$ cat src/rtl/spih_pkg.sv
// Package: register offsets, control and status bit positions, and the
// decoded configuration type shared by the SPI master's submodules.
// Assumes a 16-bit register bus addressed by byte offset.
package spih_pkg;
    localparam int unsigned REG_W  = 16;
    localparam int unsigned HALF_W = REG_W / 2;
    localparam int unsigned ADDR_W = 3;
    localparam int unsigned DIV_W  = 7;
    localparam int unsigned EDGE_W = $clog2(2 * REG_W);

    localparam logic [ADDR_W-1:0] OFS_DATA = 3'h0;
    localparam logic [ADDR_W-1:0] OFS_CTRL = 3'h2;
    localparam logic [ADDR_W-1:0] OFS_STAT = 3'h4;

    localparam int unsigned CB_EN    = 0;
    localparam int unsigned CB_WIDE  = 2;
    localparam int unsigned CB_IE_RX = 5;
    localparam int unsigned CB_IE_TX = 6;
    localparam int unsigned CB_CPOL  = 7;
    localparam int unsigned CB_CPHA  = 8;
    localparam int unsigned CB_DIV   = 9;

    localparam int unsigned SB_BUSY = 0;
    localparam int unsigned SB_RXF  = 1;

    typedef struct packed {
        logic             en;
        logic             wide;
        logic             ie_rx;
        logic             ie_tx;
        logic             cpol;
        logic             cpha;
        logic [DIV_W-1:0] div;
    } spih_cfg_t;
endpackage

$ cat src/rtl/spih_clkgen.sv
// Half-period timer: while run is high, pulses tick once every div+1
// cycles. Each tick marks one serial clock edge. Assumes div is held
// constant during a transfer.
module spih_clkgen #(
    parameter int unsigned DIV_W = 7
) (
    input  logic             clk,
    input  logic             rst_n,
    input  logic             run,
    input  logic [DIV_W-1:0] div,
    output logic             tick
);
    logic [DIV_W-1:0] cnt;

    // Count cycles within the current half period; restart when idle.
    always_ff @(posedge clk) begin
        if (!rst_n || !run) begin
            cnt <= '0;
        end else if (cnt == div) begin
            cnt <= '0;
        end else begin
            cnt <= cnt + 1'b1;
        end
    end

    assign tick = run && (cnt == div);

    AST_TICK_SPACING: assert property (@(posedge clk) disable iff (!rst_n)
        tick |=> (!run || (tick == (div == '0))));
endmodule

$ cat src/rtl/spih_shift.sv
// Shift engine: loads a word on start, then on each timer tick toggles
// the serial clock and either shifts out or samples, according to the
// phase setting. It flags the last edge with done and presents the
// assembled received word. Assumes the mode bits stay put while busy.
module spih_shift
    import spih_pkg::*;
(
    input  logic             clk,
    input  logic             rst_n,
    input  logic             en,
    input  logic             wide,
    input  logic             cpol,
    input  logic             cpha,
    input  logic             start,
    input  logic [REG_W-1:0] wdata,
    input  logic             tick,
    input  logic             miso,
    output logic             busy,
    output logic             done,
    output logic [REG_W-1:0] rx_word,
    output logic             sck,
    output logic             mosi
);
    logic              ph;
    logic [EDGE_W-1:0] edge_cnt;
    logic [EDGE_W-1:0] last_edge;
    logic [REG_W-1:0]  txsr;
    logic [REG_W-1:0]  rxsr;
    logic [REG_W-1:0]  rx_next;
    logic [REG_W-1:0]  rx_full_w;
    logic [REG_W-1:0]  aligned;
    logic              mosi_q;
    logic              lead;
    logic              samp;
    logic              shft;

    // Word alignment, edge classification and the final edge index.
    always_comb begin
        aligned   = wide ? wdata : {wdata[HALF_W-1:0], {HALF_W{1'b0}}};
        last_edge = wide ? EDGE_W'(2 * REG_W - 1) : EDGE_W'(REG_W - 1);
        lead      = ~edge_cnt[0];
        samp      = tick && (lead ^ cpha);
        shft      = tick && !(lead ^ cpha);
        rx_next   = {rxsr[REG_W-2:0], miso};
    end

    // Load, shift, sample and end-of-word sequencing.
    always_ff @(posedge clk) begin
        if (!rst_n || !en) begin
            busy     <= 1'b0;
            ph       <= 1'b0;
            edge_cnt <= '0;
            txsr     <= '0;
            rxsr     <= '0;
            mosi_q   <= 1'b0;
        end else if (!busy) begin
            if (start) begin
                busy     <= 1'b1;
                ph       <= 1'b0;
                edge_cnt <= '0;
                rxsr     <= '0;
                if (!cpha) begin
                    mosi_q <= aligned[REG_W-1];
                    txsr   <= aligned << 1;
                end else begin
                    txsr   <= aligned;
                end
            end
        end else if (tick) begin
            ph       <= ~ph;
            edge_cnt <= edge_cnt + 1'b1;
            if (samp) begin
                rxsr <= rx_next;
            end
            if (shft) begin
                mosi_q <= txsr[REG_W-1];
                txsr   <= txsr << 1;
            end
            if (edge_cnt == last_edge) begin
                busy <= 1'b0;
            end
        end
    end

    // The received word, including a sample taken on the final edge.
    always_comb begin
        rx_full_w = samp ? rx_next : rxsr;
        rx_word   = wide ? rx_full_w : {{HALF_W{1'b0}}, rx_full_w[HALF_W-1:0]};
    end

    assign done = busy && tick && (edge_cnt == last_edge);
    assign sck  = cpol ^ ph;
    assign mosi = mosi_q;

    AST_SCK_IDLE: assert property (@(posedge clk) disable iff (!rst_n)
        !busy |-> (sck == cpol));
    AST_START_TAKES: assert property (@(posedge clk) disable iff (!rst_n)
        (en && start && !busy) |=> busy);
    AST_BUSY_IGNORES_WRITE: assert property (@(posedge clk) disable iff (!rst_n)
        (busy && !tick && start && en) |=> $stable(txsr));
endmodule

$ cat src/rtl/spih_regs.sv
// Register file: control register, one-word receive buffer with its
// full flag, read-data mux, start strobe and interrupt logic. Assumes
// single-cycle bus strobes; the side effects of a read happen at the
// clock edge.
module spih_regs
    import spih_pkg::*;
(
    input  logic              clk,
    input  logic              rst_n,
    input  logic [ADDR_W-1:0] addr,
    input  logic              wr,
    input  logic              rd,
    input  logic [REG_W-1:0]  wdata,
    output logic [REG_W-1:0]  rdata,
    input  logic              busy,
    input  logic              done,
    input  logic [REG_W-1:0]  rx_word,
    output spih_cfg_t         cfg,
    output logic              start,
    output logic              rx_full,
    output logic              irq
);
    logic [REG_W-1:0] ctrl;
    logic [REG_W-1:0] rxbuf;
    logic             rd_data;

    assign rd_data = rd && (addr == OFS_DATA);

    // Control register write.
    always_ff @(posedge clk) begin
        if (!rst_n) begin
            ctrl <= '0;
        end else if (wr && (addr == OFS_CTRL)) begin
            ctrl <= wdata;
        end
    end

    // Receive buffer capture and full-flag set/clear; completion wins.
    always_ff @(posedge clk) begin
        if (!rst_n) begin
            rxbuf   <= '0;
            rx_full <= 1'b0;
        end else begin
            if (done) begin
                rxbuf <= rx_word;
            end
            if (done) begin
                rx_full <= 1'b1;
            end else if (rd_data) begin
                rx_full <= 1'b0;
            end
        end
    end

    // Field decode of the control register.
    always_comb begin
        cfg.en    = ctrl[CB_EN];
        cfg.wide  = ctrl[CB_WIDE];
        cfg.ie_rx = ctrl[CB_IE_RX];
        cfg.ie_tx = ctrl[CB_IE_TX];
        cfg.cpol  = ctrl[CB_CPOL];
        cfg.cpha  = ctrl[CB_CPHA];
        cfg.div   = ctrl[CB_DIV +: DIV_W];
    end

    // Read-data mux by offset.
    always_comb begin
        rdata = '0;
        case (addr)
            OFS_DATA: rdata = rxbuf;
            OFS_CTRL: rdata = ctrl;
            OFS_STAT: begin
                rdata[SB_BUSY] = busy;
                rdata[SB_RXF]  = rx_full;
            end
            default:  rdata = '0;
        endcase
    end

    assign start = wr && (addr == OFS_DATA) && cfg.en;
    assign irq   = cfg.en && ((cfg.ie_rx && rx_full) || (cfg.ie_tx && !busy));

    AST_RXF_ON_DONE: assert property (@(posedge clk) disable iff (!rst_n)
        done |=> rx_full);
    AST_READ_CLEARS: assert property (@(posedge clk) disable iff (!rst_n)
        (rd_data && !done) |=> !rx_full);
endmodule

$ cat src/rtl/spi_host_regs.sv
// Top: SPI master with a 16-bit register interface. Connects the
// register file, the half-period timer and the shift engine. Assumes
// chip selects are driven elsewhere.
module spi_host_regs
    import spih_pkg::*;
(
    input  logic              clk,
    input  logic              rst_n,
    input  logic [ADDR_W-1:0] bus_addr,
    input  logic              bus_wr,
    input  logic              bus_rd,
    input  logic [REG_W-1:0]  bus_wdata,
    output logic [REG_W-1:0]  bus_rdata,
    output logic              sck,
    output logic              mosi,
    input  logic              miso,
    output logic              irq
);
    spih_cfg_t        cfg;
    logic             start;
    logic             busy;
    logic             done;
    logic             tick;
    logic             rx_full;
    logic [REG_W-1:0] rx_word;

    spih_regs u_regs (
        .clk     (clk),
        .rst_n   (rst_n),
        .addr    (bus_addr),
        .wr      (bus_wr),
        .rd      (bus_rd),
        .wdata   (bus_wdata),
        .rdata   (bus_rdata),
        .busy    (busy),
        .done    (done),
        .rx_word (rx_word),
        .cfg     (cfg),
        .start   (start),
        .rx_full (rx_full),
        .irq     (irq)
    );

    spih_clkgen #(.DIV_W(DIV_W)) u_clkgen (
        .clk   (clk),
        .rst_n (rst_n),
        .run   (busy),
        .div   (cfg.div),
        .tick  (tick)
    );

    spih_shift u_shift (
        .clk     (clk),
        .rst_n   (rst_n),
        .en      (cfg.en),
        .wide    (cfg.wide),
        .cpol    (cfg.cpol),
        .cpha    (cfg.cpha),
        .start   (start),
        .wdata   (bus_wdata),
        .tick    (tick),
        .miso    (miso),
        .busy    (busy),
        .done    (done),
        .rx_word (rx_word),
        .sck     (sck),
        .mosi    (mosi)
    );

    AST_WORD_END_FULL: assert property (@(posedge clk) disable iff (!rst_n)
        ($fell(busy) && cfg.en) |-> rx_full);
    AST_IRQ_NEEDS_EN: assert property (@(posedge clk) disable iff (!rst_n)
        !cfg.en |-> !irq);
endmodule

$ cat config.mk
export PLATFORM = sky130hd
export DESIGN_NAME = spi_host_regs
export DESIGN_NICKNAME = d
export VERILOG_FILES = /design/src/rtl/spih_pkg.sv /design/src/rtl/spih_clkgen.sv /design/src/rtl/spih_shift.sv /design/src/rtl/spih_regs.sv /design/src/rtl/spi_host_regs.sv
export SDC_FILE = /design/constraint.sdc
export NUM_CORES = 1
export LEC_CHECK = 0
export ABC_CLOCK_PERIOD_IN_PS = 2400
export BUFFER_PORTS_ARGS = -buffer_cell sky130_fd_sc_hd__buf_2
export CORE_ASPECT_RATIO = 1.4
export CORE_MARGIN = 4
export CORE_UTILIZATION = 45
export DETAILED_ROUTE_END_ITERATION = 16
export PLACE_DENSITY = 0.69
export SYNTH_ARGS = -nofsm -noshare
export SYNTH_HDL_FRONTEND = slang
export SYNTH_SLANG_ARGS = --single-unit
$ cat constraint.sdc
create_clock -name clk -period 2.4 [get_ports clk]
set_input_delay 0.6 -clock clk [delete_from_list [all_inputs] [get_ports clk]]
set_output_delay 0.6 -clock clk [all_outputs]
set_load 0.01 [all_outputs]
Yosys cells after proc, flatten, opt, wreduce, memory -nomap -nowiden
Index checks and enable logic that the tools add are counted.
{ "word_totals": {"register_bits": 80, "latchBits": 0, "ram_bits": 0, "rom_bits": 0, "inputBits": 24, "out_inout_bits": 19, "word_cells": 80, "mem_count": 0} }
{ "classes": {"addsub": 2, "mul": 0, "div_mod_pow": 0, "magnitude_cmp": 0, "eq_ne": 7, "shifts": 0, "n_mux": 31, "bitwise": 4, "n_reduce_logical": 26} }
{ "ops": {"columns": ["op", "count"], "rows": [
  ["two-way mux 16 bit", 11],
  ["one-hot mux 14 bit (2 select lines)", 1],
  ["two-way mux 5 bit", 4],
  ["two-way mux 1 bit", 14],
  ["logical AND 1 bit", 12],
  ["adder 7 x 1 -> 7 bit, second input constant", 1],
  ["equality test 7 bit", 1],
  ["one-hot mux 2 bit (3 select lines)", 1],
  ["adder 5 x 1 -> 5 bit, second input constant", 1],
  ["equality test 5 bit", 1],
  ["logical NOT 1 bit", 4],
  ["!= test 2 x 1 -> 1 bit, second input constant", 2],
  ["AND reduction 4 bit", 1],
  ["nonzero test 2 bit", 2],
  ["equality test 3 x 2 -> 1 bit, second input constant", 1],
  ["equality test 3 bit, second input constant", 1],
  ["logical NOT 3 bit", 1],
  ["logical OR 1 bit", 3],
  ["AND reduction 3 bit", 1],
  ["!= test 2 bit, second input constant", 1],
  ["NOT 1 bit", 2],
  ["AND reduction 2 bit", 1],
  ["OR reduction 2 bit", 1],
  ["XOR 1 bit", 2]
]} }

Depth between registers and ports, before layout
Gate-level depths: netlist of the first run.
{ "logic_depth": {"depth_word": 7, "ltp_mapped": 9, "mapped_depth_nobuf": 5} }

Modules after synthesis
From an unflattened synthesis of the first run, not the netlist that was laid out.
{ "unflattened": {"hier_cells": 495, "area_unflattened_um2": 4485.6} }
{ "by_module_without_submodules": {"columns": ["mod", "instances", "cells_each", "area_each_um2", "seq_area_each_um2"], "rows": [
  ["spih_shift", 1, 270, 2378.5, 800.8],
  ["spih_regs", 1, 183, 1689.1, 660.6],
  ["spih_clkgen", 1, 42, 417.9, 140.1]
]} }

Least setup slack after synthesis of the first run
OpenSTA, ideal clock, no wires.
{ "synth_timing": {"kind": "in2out", "startpoint": "input port bus_addr[1]", "endpoint": "output port bus_rdata[8]", "arrival_time_ns": 1.777, "required_time_ns": 1.800, "setup_slack_ns": 0.023, "cell_stages": 4, "path_buffers": 2, "cell_sequence": "clkbuf_1 > buf_1 > mux2i_1 > nor2_1"} }
{ "synth_via": {"elab_chain_cells": 2, "elab_cells_between_ends": 3, "classes_between": "eq/ne: 1; mux: 1; reduce/logical: 1"} }
{ "synth_lines": {"columns": ["element", "line", "rtl"], "rows": [
  ["from (decl)", "spi_host_regs.sv:9", "input logic [ADDR_W-1:0] bus_addr,"],
  ["equality test 3 x 2 -> 1 bit / logical NOT 3 bit (equally long branches)", "spih_regs.sv:69", "case (addr)"],
  ["one-hot mux 14 bit (2 select lines) *", "spih_regs.sv:69", null],
  ["to (decl)", "spi_host_regs.sv:13", "output logic [REG_W-1:0] bus_rdata,"]
]} }
Every way passes the cells marked *; elsewhere a longest branch is shown, timed or not.

Worst setup path after layout of the first run
{ "layout_timing": {"startpoint": "register u_regs.ctrl[9]", "endpoint": "register u_shift.txsr[7]"} }
{ "layout_via": {"elab_chain_cells": 5, "elab_cells_between_ends": 6, "classes_between": "eq/ne: 3; reduce/logical: 3"} }
{ "layout_lines": {"columns": ["element", "line", "rtl"], "rows": [
  ["from (decl)", "spih_regs.sv:23", "logic [REG_W-1:0] ctrl;"],
  ["from (signal assigned)", "spih_regs.sv:34", "ctrl <= wdata;"],
  ["equality test 7 bit *", "spih_clkgen.sv:26", "assign tick = run && (cnt == div);"],
  ["logical AND 1 bit *", "spih_clkgen.sv:26", null],
  ["logical AND 1 bit", "spih_shift.sv:43", "shft = tick && !(lead ^ cpha);"],
  ["!= test 2 bit (no line)", null, null],
  ["AND reduction 3 bit (no line) *", null, null],
  ["to (signal assigned)", "spih_shift.sv:64", "txsr <= aligned << 1;"],
  ["to (signal assigned)", "spih_shift.sv:66", "txsr <= aligned;"],
  ["to (signal assigned)", "spih_shift.sv:77", "txsr <= txsr << 1;"],
  ["to (decl)", "spih_shift.sv:27", "logic [REG_W-1:0] txsr;"]
]} }
Marks and branches as above.
A chain may end at the register's enable or synchronous reset.

==> metrics, run 1 <==
sum of negative setup slack=0 ps; number of cells on the critical path=6; global-route total usage across every layer=19.4%; worst endpoint data arrival time=2490 ps; WP buf/inv=1; gp weighted congestion=0.818; CTS tree=yes; number of nets in the layout=547; CP Launch Type=flop; synthesized cell area=4010 um2; leakage dissipation=1.73 nW; number of endpoints failing setup at the final stage=0; Highest Clock Rate=0.440 GHz; net count of the mapped netlist=512; count of non-filler cells in the finished layout=629; routed via count=3,443; core area=8660 um2; sequential area share after synthesis=40.0%; RSZ-0062 raised after global routing=false; height of the die=120 um; total die area=10,500 um2; final HPWL from detailed placement=6900 um; Max Cap Violations=0; min cycle time layout=2270 ps; top-area cell type share of the netlist area=40.0%; wire length of the first global-routing pass=16,000 um; pins over their slew limit=0; cells on worst reg2reg path=6; cells along the critical path=xor2_1, or4b_1, or2_1, a22o_1, buf_4, mux2i_1; detailed-route DRC error count=0; Synth warnings=0; Post-synth top flop=sky130_fd_sc_hd__dfxtp_1; Std-Cell Rows=40; number of resized instances in the post-cts repair step=0; fillcell total=809; Antenna diodes=0; total global routing overflow=0; CP max stage delay=670 ps; total of hold buffers inserted after clock tree synthesis=0; number of global-route vias before repair=3,374; area fraction in and, or, nand and nor cells after synthesis=24.5%; antenna viol nets, final=0; complex-gate fraction of the synthesized area=10.3%; aggregate routed wire length=9680 um; violation count after the first detailed-route iteration=157; Chip Width=87.7 um; CP top delay family=simple AND/OR/NAND/NOR gates; power density cells=587 nW/um2; Seq cells post-synth=80; end of the worst register-to-register path=u_shift.txsr[7]$_SDFFE_PP0P_; Synth cell types=37; synthesized area per cell=8.24 um2; worst ir drop on vdd=0.458 mV; Register-to-Register Setup Slack=130 ps; Async S/R FF share, synth=0%; Detailed Routing Iterations Pass 1=4; slew of the pin with the lowest slew margin=857 ps; Setup Skew=4.03 ps; endpoint kind of the worst setup timing path=flop; most frequent cells after synthesis=sky130_fd_sc_hd__nand2_1 (134), sky130_fd_sc_hd__dfxtp_1 (80), sky130_fd_sc_hd__mux2i_1 (49); TritonCTS Buffers=9; end point of the critical path=u_shift.txsr[7]$_SDFFE_PP0P_; Bufs on Longest Clock Path=2; post-synthesis share of cell area spent on xor and xnor gates=3.72%; slowest stage cell on the critical path=sky130_fd_sc_hd__or4b_1; initial cell density of the core=46.3%; instance count after placement with tap cells included=615; worst min-delay path class=reg2reg; launching instance or port of the critical path=u_regs.ctrl[9]$_SDFFE_PN0P_; proportion of synthesized area in mux cells=16.7%; number of antenna violations at the first check in global routing=0; pin count of the biggest net entering global routing=34; cell taking the most area after synthesis=sky130_fd_sc_hd__dfxtp_1; outcome=complete, no violations; Setup Fix Bufs, Post-CTS=0; type of the worst setup path=reg2reg; Clock Pin Slew Worst Setup and Hold Paths=60 ps; final critical-path share of the clock period=94.8%; insertion delay of the later-clocked pin in the worst-skew pair=330 ps; share of layout cells above drive strength 1=15.8%; area delta synth->final=15.1%; PortBufs=42; library cell used as clock root buffer=sky130_fd_sc_hd__clkbuf_16; post-synthesis adder-cell area fraction=0.625%; average wire length per cell after detail routing=15.4 um; largest family of logic cells by synthesized area=simple AND/OR/NAND/NOR gates; hold violation total from the final report=0; largest driver fanout on the critical path=16; Post-synth EDFFs=0; most common cell in the synthesized netlist=sky130_fd_sc_hd__nand2_1; detailed-route vias per instance=5.47; Post-Synthesis Cells=486; htree depth=3; worst max-slew margin expressed relative to the limit=42.8%; largest cells by area after synthesis=sky130_fd_sc_hd__dfxtp_1 (40%), sky130_fd_sc_hd__nand2_1 (13%), sky130_fd_sc_hd__mux2i_1 (12%), sky130_fd_sc_hd__a21oi_1 (4.7%), sky130_fd_sc_hd__mux4_2 (3.9%); Cells on Worst Hold Path=2; Top Ports=43; launching point of the worst reg2reg path=u_regs.ctrl[9]$_SDFFE_PN0P_; number of sinks handled by clock tree synthesis=80; Worst EP required=2610 ps
metal layers:
layer,routed length [um],GRT usage (%),vias to the layer above
met5,0,0,-
met4,296,9.40,0
met3,391,4.53,18
met2,4870,33.1,65
met1,4130,22.2,1621
li1,-,-,1739
power breakdown:
part | internal [mW] | switching [mW]
clock | 0.716 | 0.503
sequential | 1.33 | 0.00691
combinational | 0.0612 | 0.0848
worst min-delay path, cell delays in order, from the launching register on:
cell                      delay, ps
sky130_fd_sc_hd__dfxtp_1        310
sky130_fd_sc_hd__nand2_1         50
sky130_fd_sc_hd__mux2i_1         50
flip-flops by register name, summed over array words and instances, names as in the netlist:
name	cells
u_shift.busy	1
u_shift.edge_cnt	5
u_shift.txsr	16
u_shift.rxsr	16
u_shift.mosi	1
u_clkgen.cnt	7
u_regs.rx_full	1
u_shift.ph	1
u_regs.ctrl	16
u_regs.rxbuf	16
logic make-up (layout without fill, tap and decap cells):
logic type / Yosys count / count (layout)
mux: 58 / 58
fa+ha+maj: 2 / 2
simple gates: 221 / 221
xor+xnor: 17 / 17
compound gates: 70 / 70
buf+inv: 38 / 76
flops: 80 / 80
area by class of cell:
cell class,instances,area [um2],area share (%)
multi-input cells,368,2250,48.7
flip-flops and latches,80,1600,34.8
repair buffers,59,363,7.87
clock buffers,13,250,5.43
well taps,105,131,2.85
inverters,3,11.3,0.244
clock inverters,1,5.00,0.109
per-stage QoR:
| step | utilization [%] | cell area, um2 | hold WS [ps] | setup WS [ps] | power [mW] |
|---|---|---|---|---|---|
| after floorplan | - | 4010 | 436 | 23.1 | 1.45 |
| after global placement | 50.3 | 4350 | 444 | 212 | 1.51 |
| after detailed placement | 50.3 | 4350 | 455 | 154 | 1.52 |
| after CTS | 53.2 | 4610 | 463 | 142 | 2.74 |
| after global routing | 53.2 | 4610 | 473 | 39.7 | 2.81 |
| final | 53.2 | 4610 | 460 | 126 | 2.71 |
worst min-delay path by stage:
| stage | from | end | slack (ps) |
|---|---|---|---|
| 2_1_floorplan | u_clkgen.cnt[0]$_SDFF_PP0_ | u_clkgen.cnt[0]$_SDFF_PP0_ | 440 |
| 3_3_place_gp | u_shift.txsr[7]$_SDFFE_PP0P_ | u_shift.txsr[7]$_SDFFE_PP0P_ | 440 |
| 3_5_place_dp | u_shift.txsr[12]$_SDFFE_PP0P_ | u_shift.txsr[12]$_SDFFE_PP0P_ | 450 |
| 4_1_cts | u_shift.txsr[12]$_SDFFE_PP0P_ | u_shift.txsr[12]$_SDFFE_PP0P_ | 460 |
| 5_1_grt | u_shift.txsr[1]$_SDFFE_PP0P_ | u_shift.txsr[1]$_SDFFE_PP0P_ | 470 |
| 6_report | u_shift.txsr[14]$_SDFFE_PP0P_ | u_shift.txsr[14]$_SDFFE_PP0P_ | 460 |
placed cells by master (no fill, tap or decap), drive strengths merged, types with 4 or more instances in the layout:
cell type    n
or3          4
nand3       12
nor2        36
mux2i       49
buf         59
xnor2       10
nor3         4
clkbuf      13
xor2         7
nand3b      18
o22ai        8
dfxtp       80
o21ai        7
a311oi       8
mux4         7
a21oi       38
nand2      134
Power figures use the tool's default switching activity.
==> run 2: changes to the inputs <==
==> constraint.sdc (replaced) <==
create_clock -name clk -period 2.4 [get_ports clk]
set_input_delay 0.48 -clock clk [delete_from_list [all_inputs] [get_ports clk]]
set_output_delay 0.48 -clock clk [all_outputs]
set_load 0.01 [all_outputs]
==> run 2 against run 1 <==
Net effect:
- sequential share of layout area fell by 0.19 points
- final cell count shrank 0.16%
- non-clock buffer count fell by 3
- count of clock-buffer cells in the layout is the same
- combinational power is 3% lower
- largest power group is now clock
- core utilization up 0.29 points
- worst hold slack worse by 59 ps
- die area unchanged
- register-to-register slack improved by 40 ps
- global-route usage increased by 0.35 points
==> metrics, run 2 (synthesized netlist as in run 1, its figures left out) <==
outcome=complete, no violations; CP max stage delay=670 ps (about the same); library cell used as clock root buffer=sky130_fd_sc_hd__clkbuf_16; total of hold buffers inserted after clock tree synthesis=0 (unchanged); sum of negative setup slack=0 ps (unchanged); Bufs on Longest Clock Path=2 (unchanged); fillcell total=824 (+1.9%); largest driver fanout on the critical path=16 (unchanged); PortBufs=42 (unchanged); pin count of the biggest net entering global routing=34 (unchanged); number of resized instances in the post-cts repair step=0 (unchanged); cells along the critical path=xor2_1, or4b_1, or2_1, a22o_1, buf_4, mux2i_1; slowest stage cell on the critical path=sky130_fd_sc_hd__or4b_1; core area=8660 um2 (unchanged); Worst EP required=2610 ps (about the same); RSZ-0062 raised after global routing=false; final critical-path share of the clock period=93.3% (-1.5 points); htree depth=3 (unchanged); worst min-delay path class=in2reg; commonest non-fill, non-tap cells in the layout=sky130_fd_sc_hd__nand2_1 (134), sky130_fd_sc_hd__dfxtp_1 (80), sky130_fd_sc_hd__mux2i_1 (49); Clock Pin Slew Worst Setup and Hold Paths=60 ps (about the same); number of global-route vias before repair=3,351 (-0.68%); worst max-slew margin expressed relative to the limit=42.5% (-0.32 points); CTS tree=yes; Max Cap Violations=0 (unchanged); share of layout cells above drive strength 1=15.7% (-0.16 points); worst ir drop on vdd=0.404 mV (-12%); TritonCTS Buffers=9 (unchanged); average wire length per cell after detail routing=15.5 um (+0.54%); Top Ports=43 (unchanged); number of sinks handled by clock tree synthesis=80 (unchanged); Highest Clock Rate=0.447 GHz (+1.6%); leakage dissipation=1.73 nW (+0.51%); Detailed Routing Iterations Pass 1=5 (+1); power density cells=636 nW/um2 (+8.2%); height of the die=120 um (unchanged); number of antenna violations at the first check in global routing=0 (unchanged); CP Launch Type=flop; Setup Fix Bufs, Post-CTS=0 (unchanged); worst endpoint data arrival time=2450 ps (-40 ps); hold violation total from the final report=0 (unchanged); total die area=10,500 um2 (unchanged); total global routing overflow=0 (unchanged); Antenna diodes=0 (unchanged); aggregate routed wire length=9720 um (+0.38%); final HPWL from detailed placement=6920 um (+0.33%); number of nets in the layout=544 (-0.55%); area delta synth->final=15.7%; Setup Skew=4.14 ps (+0.115 ps); Chip Width=87.7 um (unchanged); number of endpoints failing setup at the final stage=0 (unchanged); pins over their slew limit=0 (unchanged); WP buf/inv=1 (unchanged); min cycle time layout=2240 ps (-35.6 ps); slew of the pin with the lowest slew margin=861 ps (+4.80 ps); detailed-route DRC error count=0 (unchanged); worst slack on hold paths=401 ps (-59.4 ps); violation count after the first detailed-route iteration=220 (+40%); Std-Cell Rows=40 (unchanged); CP top delay family=simple AND/OR/NAND/NOR gates; antenna viol nets, final=0 (unchanged); global-route total usage across every layer=19.7% (+0.35 points); insertion delay of the later-clocked pin in the worst-skew pair=340 ps (about the same); initial cell density of the core=46.3% (unchanged); most common cell after layout, fill and taps aside=sky130_fd_sc_hd__nand2_1; gp weighted congestion=0.820 (+0.23%); routed via count=3,488 (+1.3%); wire length of the first global-routing pass=16,200 um (+1.1%); endpoint kind of the worst setup timing path=flop; detailed-route vias per instance=5.55 (+1.5%); type of the worst setup path=reg2reg
==> run 2: cell type report <==
class                      instances  area (um2)  share of cell area, %
clock buffer                      13         250                   5.40
clock inverter                     3        65.1                   1.40
inverter                           3        11.3                  0.243
multi-input combinational        368        2250                   48.5
tap                              105         131                   2.84
sequential                        80        1600                   34.6
timing repair buffer              56         328                   7.08
==> run 2: worst paths after layout <==
kind	endpoint	cells after the start	startpoint	slack (ps)
worst min-delay path	u_regs.ctrl[8]$_SDFFE_PN0P_	3	bus_wdata[8]	400
worst max register to register	u_shift.txsr[8]$_SDFFE_PP0P_	6	u_regs.ctrl[9]$_SDFFE_PN0P_	160
worst max-delay path	u_shift.txsr[8]$_SDFFE_PP0P_	6	u_regs.ctrl[9]$_SDFFE_PN0P_	160
worst min register to register	u_shift.mosi$_SDFFE_PP0P_	2	u_shift.mosi$_SDFFE_PP0P_	460
==> run 2: report_power, final <==
group / internal [mW] / total, mW / switching, mW
sequential: 1.33 / 1.34 / 0.00682
clock: 0.939 / 1.46 / 0.523
combinational: 0.0580 / 0.142 / 0.0843
total: 2.33 / 2.94 / 0.614
==> run 2: tightest hold or removal path, stage by stage <==
cell and delay [ps]:
sky130_fd_sc_hd__buf_2 110, sky130_fd_sc_hd__nand2_1 50, sky130_fd_sc_hd__a21oi_1 50
==> run 2: layer usage <==
metal  GRT usage (%)  share of wire [%]  wire length, um  up-vias
li1                -                  -                -     1734
met1            23.7                 42             4100     1653
met2            33.5                 51             4970       83
met3            2.40                3.9              382       18
met4            10.5                2.8              269        0
met5               0                  0                0        -
==> run 2: metrics by stage <==
stage	util, %	worst slack [ps]	cells	cell area [um2]	total power [mW]
after floorplan	-	256	486	4010	1.45
after global placement	49.9	210	612	4320	1.51
after detailed placement	49.9	161	612	4320	1.51
after CTS	53.5	152	628	4630	2.97
after global routing	53.5	19.5	628	4630	3.04
final	53.5	161	628	4630	2.94
